<file path="config.mk">
export PLATFORM = sky130hd
export DESIGN_NAME = local_alias_xlate
export DESIGN_NICKNAME = d
export VERILOG_FILES = /design/src/rtl/alias_pkg.sv /design/src/rtl/alias_window_decode.sv /design/src/rtl/alias_base_select.sv /design/src/rtl/alias_out_stage.sv /design/src/rtl/local_alias_xlate.sv
export SDC_FILE = /design/constraint.sdc
export NUM_CORES = 1
export LEC_CHECK = 0
export ABC_CLOCK_PERIOD_IN_PS = 3800
export BUFFER_PORTS_ARGS = -buffer_cell sky130_fd_sc_hd__buf_2
export CAP_MARGIN = 20
export CORE_ASPECT_RATIO = 0.8
export CORE_UTILIZATION = 60
export DETAILED_ROUTE_END_ITERATION = 16
export PLACE_DENSITY = 0.85
export SKIP_CTS_REPAIR_TIMING = 1
export SLEW_MARGIN = 20
export SYNTH_ARGS = -nofsm -noshare
export SYNTH_HDL_FRONTEND = slang
export SYNTH_HIERARCHICAL = 1
export SYNTH_SLANG_ARGS = --single-unit
</file>
<file path="constraint.sdc">
create_clock -name clk -period 3.8 [get_ports clk]
set_clock_uncertainty 0.15 [all_clocks]
set_input_delay 0 -clock clk [delete_from_list [all_inputs] [get_ports clk]]
set_output_delay 0 -clock clk [all_outputs]
set_load 0.005 [all_outputs]
</file>
<file path="src/rtl/alias_pkg.sv">
package alias_pkg;
  localparam int ADDR_W = 32;

  typedef struct packed {
    logic [ADDR_W-1:0] addr;
    logic              xlated;
    logic              err;
  } alias_beat_t;
endpackage

</file>
<file path="src/rtl/alias_window_decode.sv">
module alias_window_decode #(
  parameter int                  ADDR_W     = 32,
  parameter logic [ADDR_W-1:0]   LOCAL_BASE = 32'h0080_0000,
  parameter int                  SLICE_W    = 19,
  parameter int                  NUM_SLICES = 4,
  parameter int                  POPULATED  = 2
) (
  input  logic [ADDR_W-1:0] addr,
  output logic              in_window,
  output logic              populated,
  output logic [ADDR_W-1:0] offset
);
  localparam int IDX_W = $clog2(NUM_SLICES);
  localparam int WIN_W = SLICE_W + IDX_W;
  localparam logic [ADDR_W-WIN_W-1:0] WIN_TAG = LOCAL_BASE[ADDR_W-1:WIN_W];

  logic [IDX_W-1:0] slice_idx;

  always_comb begin
    in_window = (addr[ADDR_W-1:WIN_W] == WIN_TAG);
    slice_idx = addr[WIN_W-1:SLICE_W];
    populated = (32'(slice_idx) < POPULATED);
    offset    = {{(ADDR_W-WIN_W){1'b0}}, addr[WIN_W-1:0]};
  end
endmodule

</file>
<file path="src/rtl/alias_base_select.sv">
module alias_base_select #(
  parameter int                ADDR_W      = 32,
  parameter int                CORE_W      = 2,
  parameter int                NUM_CORES   = 3,
  parameter logic [ADDR_W-1:0] GLOBAL_BASE = 32'h1080_0000,
  parameter logic [ADDR_W-1:0] CORE_STRIDE = 32'h0100_0000
) (
  input  logic [CORE_W-1:0] core_idx,
  output logic              core_ok,
  output logic [ADDR_W-1:0] base
);
  logic [ADDR_W-1:0] bases [NUM_CORES];

  for (genvar g = 0; g < NUM_CORES; g++) begin : g_base
    assign bases[g] = GLOBAL_BASE + ADDR_W'(g) * CORE_STRIDE;
  end

  always_comb begin
    core_ok = 1'b0;
    base    = '0;
    for (int i = 0; i < NUM_CORES; i++) begin
      if (core_idx == CORE_W'(i)) begin
        core_ok = 1'b1;
        base    = bases[i];
      end
    end
  end
endmodule

</file>
<file path="src/rtl/alias_out_stage.sv">
module alias_out_stage
  import alias_pkg::*;
(
  input  logic        clk,
  input  logic        rst_n,
  input  logic        in_valid,
  output logic        in_ready,
  input  alias_beat_t in_beat,
  output logic        out_valid,
  input  logic        out_ready,
  output alias_beat_t out_beat
);
  assign in_ready = !out_valid || out_ready;

  always_ff @(posedge clk or negedge rst_n) begin
    if (!rst_n) begin
      out_valid <= 1'b0;
      out_beat  <= '0;
    end else if (in_ready) begin
      out_valid <= in_valid;
      if (in_valid) out_beat <= in_beat;
    end
  end

  p_hold_r7: assert property (@(posedge clk) disable iff (!rst_n)
    (out_valid && !out_ready) |=> (out_valid && $stable(out_beat)));

  p_accept_r8: assert property (@(posedge clk) disable iff (!rst_n)
    (in_valid && in_ready) |=> (out_valid && out_beat == $past(in_beat)));
endmodule

</file>
<file path="src/rtl/local_alias_xlate.sv">
module local_alias_xlate
  import alias_pkg::*;
#(
  parameter int                CORE_W      = 2,
  parameter int                NUM_CORES   = 3,
  parameter logic [ADDR_W-1:0] LOCAL_BASE  = 32'h0080_0000,
  parameter int                SLICE_W     = 19,
  parameter int                NUM_SLICES  = 4,
  parameter int                POPULATED   = 2,
  parameter logic [ADDR_W-1:0] GLOBAL_BASE = 32'h1080_0000,
  parameter logic [ADDR_W-1:0] CORE_STRIDE = 32'h0100_0000
) (
  input  logic              clk,
  input  logic              rst_n,
  input  logic              in_valid,
  output logic              in_ready,
  input  logic              in_from_core,
  input  logic [CORE_W-1:0] in_core,
  input  logic [ADDR_W-1:0] in_addr,
  output logic              out_valid,
  input  logic              out_ready,
  output logic [ADDR_W-1:0] out_addr,
  output logic              out_xlated,
  output logic              out_err
);
  localparam logic [ADDR_W:0] GLOBAL_END =
    {1'b0, GLOBAL_BASE} + (ADDR_W+1)'(NUM_CORES) * {1'b0, CORE_STRIDE};

  logic              in_window, populated, core_ok;
  logic [ADDR_W-1:0] offset, base;
  alias_beat_t       next_beat, held_beat;
  logic              do_xlate;

  alias_window_decode #(
    .ADDR_W(ADDR_W), .LOCAL_BASE(LOCAL_BASE), .SLICE_W(SLICE_W),
    .NUM_SLICES(NUM_SLICES), .POPULATED(POPULATED)
  ) i_decode (
    .addr(in_addr), .in_window(in_window), .populated(populated), .offset(offset)
  );

  alias_base_select #(
    .ADDR_W(ADDR_W), .CORE_W(CORE_W), .NUM_CORES(NUM_CORES),
    .GLOBAL_BASE(GLOBAL_BASE), .CORE_STRIDE(CORE_STRIDE)
  ) i_base (
    .core_idx(in_core), .core_ok(core_ok), .base(base)
  );

  always_comb begin
    do_xlate         = in_from_core && core_ok && in_window && populated;
    next_beat.xlated = do_xlate;
    next_beat.err    = in_from_core && (!core_ok || (in_window && !populated));
    next_beat.addr   = do_xlate ? (base + offset) : in_addr;
  end

  alias_out_stage i_stage (
    .clk(clk), .rst_n(rst_n),
    .in_valid(in_valid), .in_ready(in_ready), .in_beat(next_beat),
    .out_valid(out_valid), .out_ready(out_ready), .out_beat(held_beat)
  );

  assign out_addr   = held_beat.addr;
  assign out_xlated = held_beat.xlated;
  assign out_err    = held_beat.err;

  p_flags_excl_r9: assert property (@(posedge clk) disable iff (!rst_n)
    out_valid |-> !(out_xlated && out_err));

  p_passthru_r5: assert property (@(posedge clk) disable iff (!rst_n)
    (in_valid && in_ready && !do_xlate) |=> (out_addr == $past(in_addr)));

  p_xlate_range_r2: assert property (@(posedge clk) disable iff (!rst_n)
    (out_valid && out_xlated) |->
      ({1'b0, out_addr} >= {1'b0, GLOBAL_BASE} && {1'b0, out_addr} < GLOBAL_END));
endmodule

</file>
==> results of run 1 <==
-- tightest hold or removal path: cells and delay by family --
| family | cells | cell delay (ns) |
|---|---|---|
| mux | 1 | 0.13 |
| compound gates | 1 | 0.07 |
| simple gates | 1 | 0.07 |
| buf+inv | 1 | 0.10 |
-- stage by stage --
| stage | worst slack, ns | instance area [µm²] |
|---|---|---|
| final | 1.106 | 4453 |
| after floorplan | 2.100 | 4158 |
| after global routing | 0.8717 | 4453 |
| after CTS | 1.745 | 4143 |
| after global placement | 1.526 | 4030 |
| after detailed placement | 1.441 | 4030 |
-- cell type report --
cell class | count | area share [%]
Clock buffer | 5 | 1.545
Clock inverter | 3 | 0.9834
Inverter | 5 | 0.4215
Multi-Input combinational cell | 361 | 59.57
Sequential cell | 35 | 19.67
Tap cell | 84 | 2.360
Timing Repair Buffer | 106 | 15.45
-- state kept, by name (all words and copies together), names as in the netlist --
signal and flops:
i_stage/out_beat 34, i_stage/out_valid 1
-- final timing paths --
kind,start,depth (start not counted),to
max in group asynchronous,rst_n,2,i_stage/out_beat[12]
setup reg to reg,i_stage/out_valid,3,i_stage/out_beat[1]
hold reg to reg,i_stage/out_beat[3],1,i_stage/out_beat[3]
setup / recovery,in_addr[26],11,i_stage/out_beat[30]
hold / removal,in_addr[22],4,i_stage/out_beat[24]
min in group asynchronous,rst_n,2,i_stage/out_beat[30]
-- cells in the final DEF, fill, tap and decap left out, types with 3 or more instances in the layout --
master and instances:
nor2_1 4, ha_1 31, nand3_1 6, a21o_1 13, xor2_1 11, nand2b_1 3
mux2_2 4, mux2_4 30, xnor2_1 15, o211ai_1 3, conb_1 39, nand2_1 53
a21oi_1 33, dfrtp_1 35, o21ai_0 40, dlygate4sd3_1 31, inv_1 5, nand4_1 13
buf_2 74, o21a_1 3, nor3_1 7, or4_1 3, clkbuf_8 5
-- cells by family after synthesis --
family	Yosys count	synth area share [%]
AOI/OAI and AO/OA	123	20.52
xor gates and xnor gates	26	5.666
adders and majority gates	32	10.15
buffers and inverters	87	15.66
DFF	35	21.79
muxes	34	12.33
other	2	0.1869
and+or+nand+nor	107	13.70
-- report_power, final --
| group | internal (W) | switching (W) |
|---|---|---|
| clock network | 0.000196 | 0.000158 |
| logic | 0.000275 | 0.000271 |
| registers | 0.000424 | 0.0000336 |
-- layer usage --
| layer | up-vias | wire [µm] | global-route usage, % |
|---|---|---|---|
| met5 | - | 0 | 0 |
| met4 | 0 | 201 | 7.521 |
| met3 | 18 | 440 | 3.131 |
| met2 | 121 | 4026 | 38.89 |
| met1 | 1612 | 4405 | 35.47 |
| li1 | 1652 | - | - |
==> results_dict.tcl, run 1 <==
set metrics [dict create \
    status "finished, violations left" \
    violations "negative hold slack" \
    rsz0062_at_grt "false" \
    synthTopCellsByArea "dfrtp_1 22%, buf_4 12%, mux2_4 11%" \
    hold_viol 3 \
    grt_max_degree 56 \
    end_kind "register" \
    synth-edff-count 0 \
    ys.flop_type "dfrtp_1" \
    root_buffer "clkbuf_8" \
    cp.required_ns 3.90 \
    slew_headroom_pct 45.35 \
    grt_antenna_before_repair 0 \
    whs_ns -0.05053 \
    synth_commonest_cells "62 x buf_4, 53 x nand2_1, 40 x o21ai_0" \
    ys_seq_area_share_pct 21.79 \
    cp_cell_sequence "dlygate4sd3_1 -> buf_2 -> nor4b_1 -> and3_1 -> nand4_1 -> buf_4 -> inv_1 -> and4b_1 -> o21ai_0 -> o311ai_1 -> mux2_2" \
    maxCapViolCount 0 \
    fp.dieW_um 93.50 \
    tightest_slew_ns 0.8197 \
    synthCells 446 \
    core_region_area_um2 6441 \
    crit_path_top_delay_cell "dlygate4sd3_1" \
    ys_warn_count 6 \
    synth_top_area_share_pct 21.79 \
    syn_avg_cell_area_um2 9.011 \
    path_buf_inv 4 \
    clock-sinks 35 \
    vias_per_cell 5.681 \
    first_iter_violations 253 \
    final_nets 585 \
    synth.most_common_cell "buf_4" \
    final_cells 599 \
    start_util_pct 62.39 \
    leakage_nw 2.227 \
    gp_congestion 0.8922 \
    max_freq_mhz 371.2 \
    setup-violations-final 0 \
    wire_per_inst_um 15.15 \
    num_vias 3403 \
    overflow 0 \
    worst_setup_path_start_kind "primary input" \
    grt_pass1_vias 2861 \
    grt_use_total_pct 24.68 \
    dr.pass1.iters 5 \
    yosysTopAreaCell "dfrtp_1" \
    crit_family "buffers and inverters" \
    io_pins 75 \
    rrSetupSlack_ns 2.19 \
    numCtsBuffers 5 \
    rows 26 \
    placed_cells 560 \
    fp.dieH_um 75.20 \
    post-route-period-util_pct 70.90 \
    cts.reportedPaths.clkPinSlew_ns 0.09 \
    synthDistinctLibCells 66 \
    n_antenna_cell 0 \
    seq_area_um2 875.8 \
    wirelength_mm 9.073 \
    clk_latency_ns 0.29 \
    place.port_buffers 74 \
    crit_type "primary input to register" \
    cts_htree_levels 2 \
    min_period_ns 2.694 \
    grt_first_pass_wirelength_mm 13.58 \
    crit_path_max_fanout 55 \
    slew_viol_final 0 \
    hpwl_mm 6.536 \
    multi_input_area_um2 2653 \
    fin_setup_tns_ns 0 \
    cpPeakStageDelay_ns 0.55 \
    die-area_um2 7031 \
    cts_tree "built" \
    postRouteAntennaNets 0 \
    synth-seq-cells 35 \
    finish.utilization_pct 69.13 \
    arrival_ns 2.79 \
    layout-drive-gt1-share_pct 26.02 \
    fillers 510 \
    worstHoldPathType "primary input to register" \
    ir_drop_v 0.0001512 \
    fin_total_pwr_w 0.001357 \
    remaining_drc_errors 0 \
    synthToLayoutAreaGrowth_pct 10.80 \
    clock_path_buffers 2 \
    ys_async_sr_fraction_pct 100.0 \
    p_per_area_nw_per_um2 304.8 \
    mappedNetlistArea_um2 4019 \
]
Note: power is estimated with default switching activity, not from simulation.
==> inputs of run 2 (changes only) <==
Settings changed: ABC_AREA set to 1, ABC_CLOCK_PERIOD_IN_PS 3800 to 2600, CORE_UTILIZATION 60 to 59, PLACE_DENSITY 0.85 to 0.83.
Clock period 3.8 ns to 2.6 ns, I/O delays scaled along.
==> run 2 against run 1 <==
Net effect:
- the flow still finishes with violations (negative hold slack)
- non-clock buffer count is 15 lower
- via count is 43% higher
- final cell count is 63% higher
- combinational power is 55% higher
- first-iteration DRC count is 30% higher
- global-route usage is 4.1 points higher
- synthesized cell count is 83% higher
- register-to-register slack worse by 1.1 ns
- worst setup slack worse by 0.63 ns
- routed wire length is 31% higher
- clock power is 2% higher
- die area is 19% higher
- largest power group unchanged
==> results_dict.tcl, run 2 <==
set metrics [dict create \
    worstHoldPathType "primary input to register" \
    cp_cell_sequence "dlygate4sd3_1 -> buf_2 -> inv_1 -> nand2_1 -> nor2_1 -> nand2_1 -> nor2_2 -> nand4_1 -> buf_4 -> o21ai_0 -> nand3_1 -> nand2_1" \
    end_kind "register" \
    slew_viol_final 0 \
    layout-drive-gt1-share_pct 11.57 \
    p_per_area_nw_per_um2 371.2 \
    post-route-period-util_pct 81.81 \
    num_vias 4857 \
    arrival_ns 2.20 \
    ys.flop_type "dfrtp_1" \
    max_freq_mhz 470.1 \
    clk_latency_ns 0.28 \
    leakage_nw 3.275 \
    place.port_buffers 74 \
    fin_setup_tns_ns 0 \
    whs_ns -0.05658 \
    first_iter_violations 328 \
    ir_drop_v 0.0002990 \
    rsz0062_at_grt "false" \
    power_frac_seq_pct 35.1 \
    synthCells 815 \
    io_pins 75 \
    p_sw_share_pct 39.16 \
    violations "negative hold slack" \
    grt_util_met1_pct 42.50 \
    crit_path_top_delay_cell "dlygate4sd3_1" \
    top_register "i_stage/out_beat" \
    crit_path_max_fanout 45 \
    ys_warn_count 6 \
    crit_type "primary input to register" \
    grt_use_total_pct 28.73 \
    vias_per_cell 4.966 \
    power_switching_w 0.0007306 \
    yosysTopAreaCell "nand2_1" \
    wire_per_inst_um 12.18 \
    mostFrequentLayoutCells "340 x nand2_1, 124 x inv_1, 76 x nand3_1" \
    synth_top_area_share_pct 27.11 \
    postRouteAntennaNets 0 \
    cp.required_ns 2.68 \
    numCtsBuffers 5 \
    use_met3_pct 2.213 \
    final_nets 943 \
    grt_pass1_vias 4015 \
    wirelength_mm 11.91 \
    rows 28 \
    slew_headroom_pct 51.55 \
    ys_seq_area_share_pct 18.60 \
    met2_usage_pct 44.39 \
    cts.reportedPaths.clkPinSlew_ns 0.06 \
    clock_path_buffers 2 \
    cts_tree "built" \
    status "finished, violations left" \
    mappedNetlistArea_um2 4708 \
    p_int_w 0.001135 \
    synth-seq-cells 35 \
    cts_htree_levels 2 \
    worst_setup_path_start_kind "primary input" \
    final_cells 978 \
    hpwl_mm 9.528 \
    synthToLayoutAreaGrowth_pct 6.750 \
    largest_register_ffs 34 \
    core_region_area_um2 7567 \
    path_common_cell "nand2_1" \
    ys_async_sr_fraction_pct 100.0 \
    fp.dieH_um 81.90 \
    final_common_cell "nand2_1" \
    pwr-share-comb_pct 45.5 \
    path_buf_inv 4 \
    reg_top3 "i_stage/out_beat: 34 flops, i_stage/out_valid: 1 flops" \
    die-area_um2 8344 \
    overflow 0 \
    clock-sinks 35 \
    maxCapViolCount 0 \
    tightest_slew_ns 0.7267 \
    synth.most_common_cell "nand2_1" \
    n_antenna_cell 0 \
    min_period_ns 2.127 \
    fillers 719 \
    syn_avg_cell_area_um2 5.777 \
    synth_commonest_cells "340 x nand2_1, 124 x inv_1, 76 x nand3_1" \
    crit_family "buffers and inverters" \
    grt.busiest_layer "met2" \
    synthDistinctLibCells 29 \
    grt_max_degree 46 \
    synthTopCellsByArea "nand2_1 27%, dfrtp_1 19%, buf_4 11%" \
    setup-violations-final 0 \
    root_buffer "clkbuf_8" \
    fp.dieW_um 101.9 \
    placed_cells 955 \
    cpPeakStageDelay_ns 0.57 \
    clkPwrFrac_pct 19.4 \
    grt_first_pass_wirelength_mm 18.48 \
    remaining_drc_errors 0 \
    synth-edff-count 0 \
    gp_congestion 0.9343 \
    hold_viol 9 \
    dr.pass1.iters 6 \
    grt_antenna_before_repair 0 \
    start_util_pct 62.22 \
]
[run 2: final cells by class]
cell class | count | area, µm² | share of cell area (%)
multi-input combinational | 615 | 2937 | 58.43
sequential | 35 | 875.8 | 17.43
clock buffer | 7 | 76.32 | 1.519
timing repair buffer | 91 | 535.5 | 10.65
tap | 105 | 131.4 | 2.614
clock inverter | 1 | 5.005 | 0.09958
inverter | 124 | 465.4 | 9.261
[run 2: power by group through the flow]
| stage | combinational (W) | sequential, W | clock [W] |
|---|---|---|---|
| finish | 0.000848 | 0.000655 | 0.000362 |
| global route | 0.000965 | 0.000664 | 0.000392 |
| CTS | 0.000751 | 0.000654 | 0.000370 |
| detailed placement | 0.000750 | 0.000664 | 0 |
| global placement | 0.000739 | 0.000661 | 0 |
| floorplan | 0.000631 | 0.000670 | 0 |
[run 2: logic make-up after synthesis]
kind of cell               synth area share (%)
and+or+nand+nor                           43.26
buffers and inverters                     21.98
AOI/OAI and AO/OA                         4.544
DFF                                       18.60
adders and majority gates                 8.663
xor gates and xnor gates                  2.790
other                                    0.1595
[run 2: final timing paths]
path | startpoint | end | slack [ns] | depth (start not counted)
worst max-delay path | in_addr[26] | i_stage/out_beat[10] | 0.47 | 12
worst max register to register | i_stage/out_valid | i_stage/out_beat[23] | 1.07 | 4
worst min-delay path | in_addr[29] | i_stage/out_beat[31] | -0.06 | 5
max in group asynchronous | rst_n | i_stage/out_beat[29] | 1.67 | 2
worst min register to register | i_stage/out_beat[8] | i_stage/out_beat[8] | 0.32 | 2
min in group asynchronous | rst_n | i_stage/out_beat[5] | 0.16 | 2
[run 2: per-stage QoR]
stage                     area [µm²]  power (W)  utilization (%)  worst slack, ns
after floorplan                 4847   0.001300                -            1.291
after global placement          4795   0.001400            63.36           0.8909
after detailed placement        4795   0.001414            63.36           0.8114
after CTS                       4876   0.001776            64.43            1.099
after global routing            5026   0.002020            66.42           0.3257
final                           5026   0.001866            66.42           0.4730
[run 2: worst min-delay path, cell delays in order]
cell,delay (ns)
buf_2,0.10
nand2_1,0.06
nand2_1,0.06
nand3_1,0.06
nand2_1,0.06
[run 2: metal layers]
| layer | vias to the layer above | share of wire, % |
|---|---|---|
| li1 | 2499 | - |
| met1 | 2137 | 48 |
| met2 | 200 | 41 |
| met3 | 21 | 9.1 |
| met4 | 0 | 2.1 |
| met5 | - | 0 |
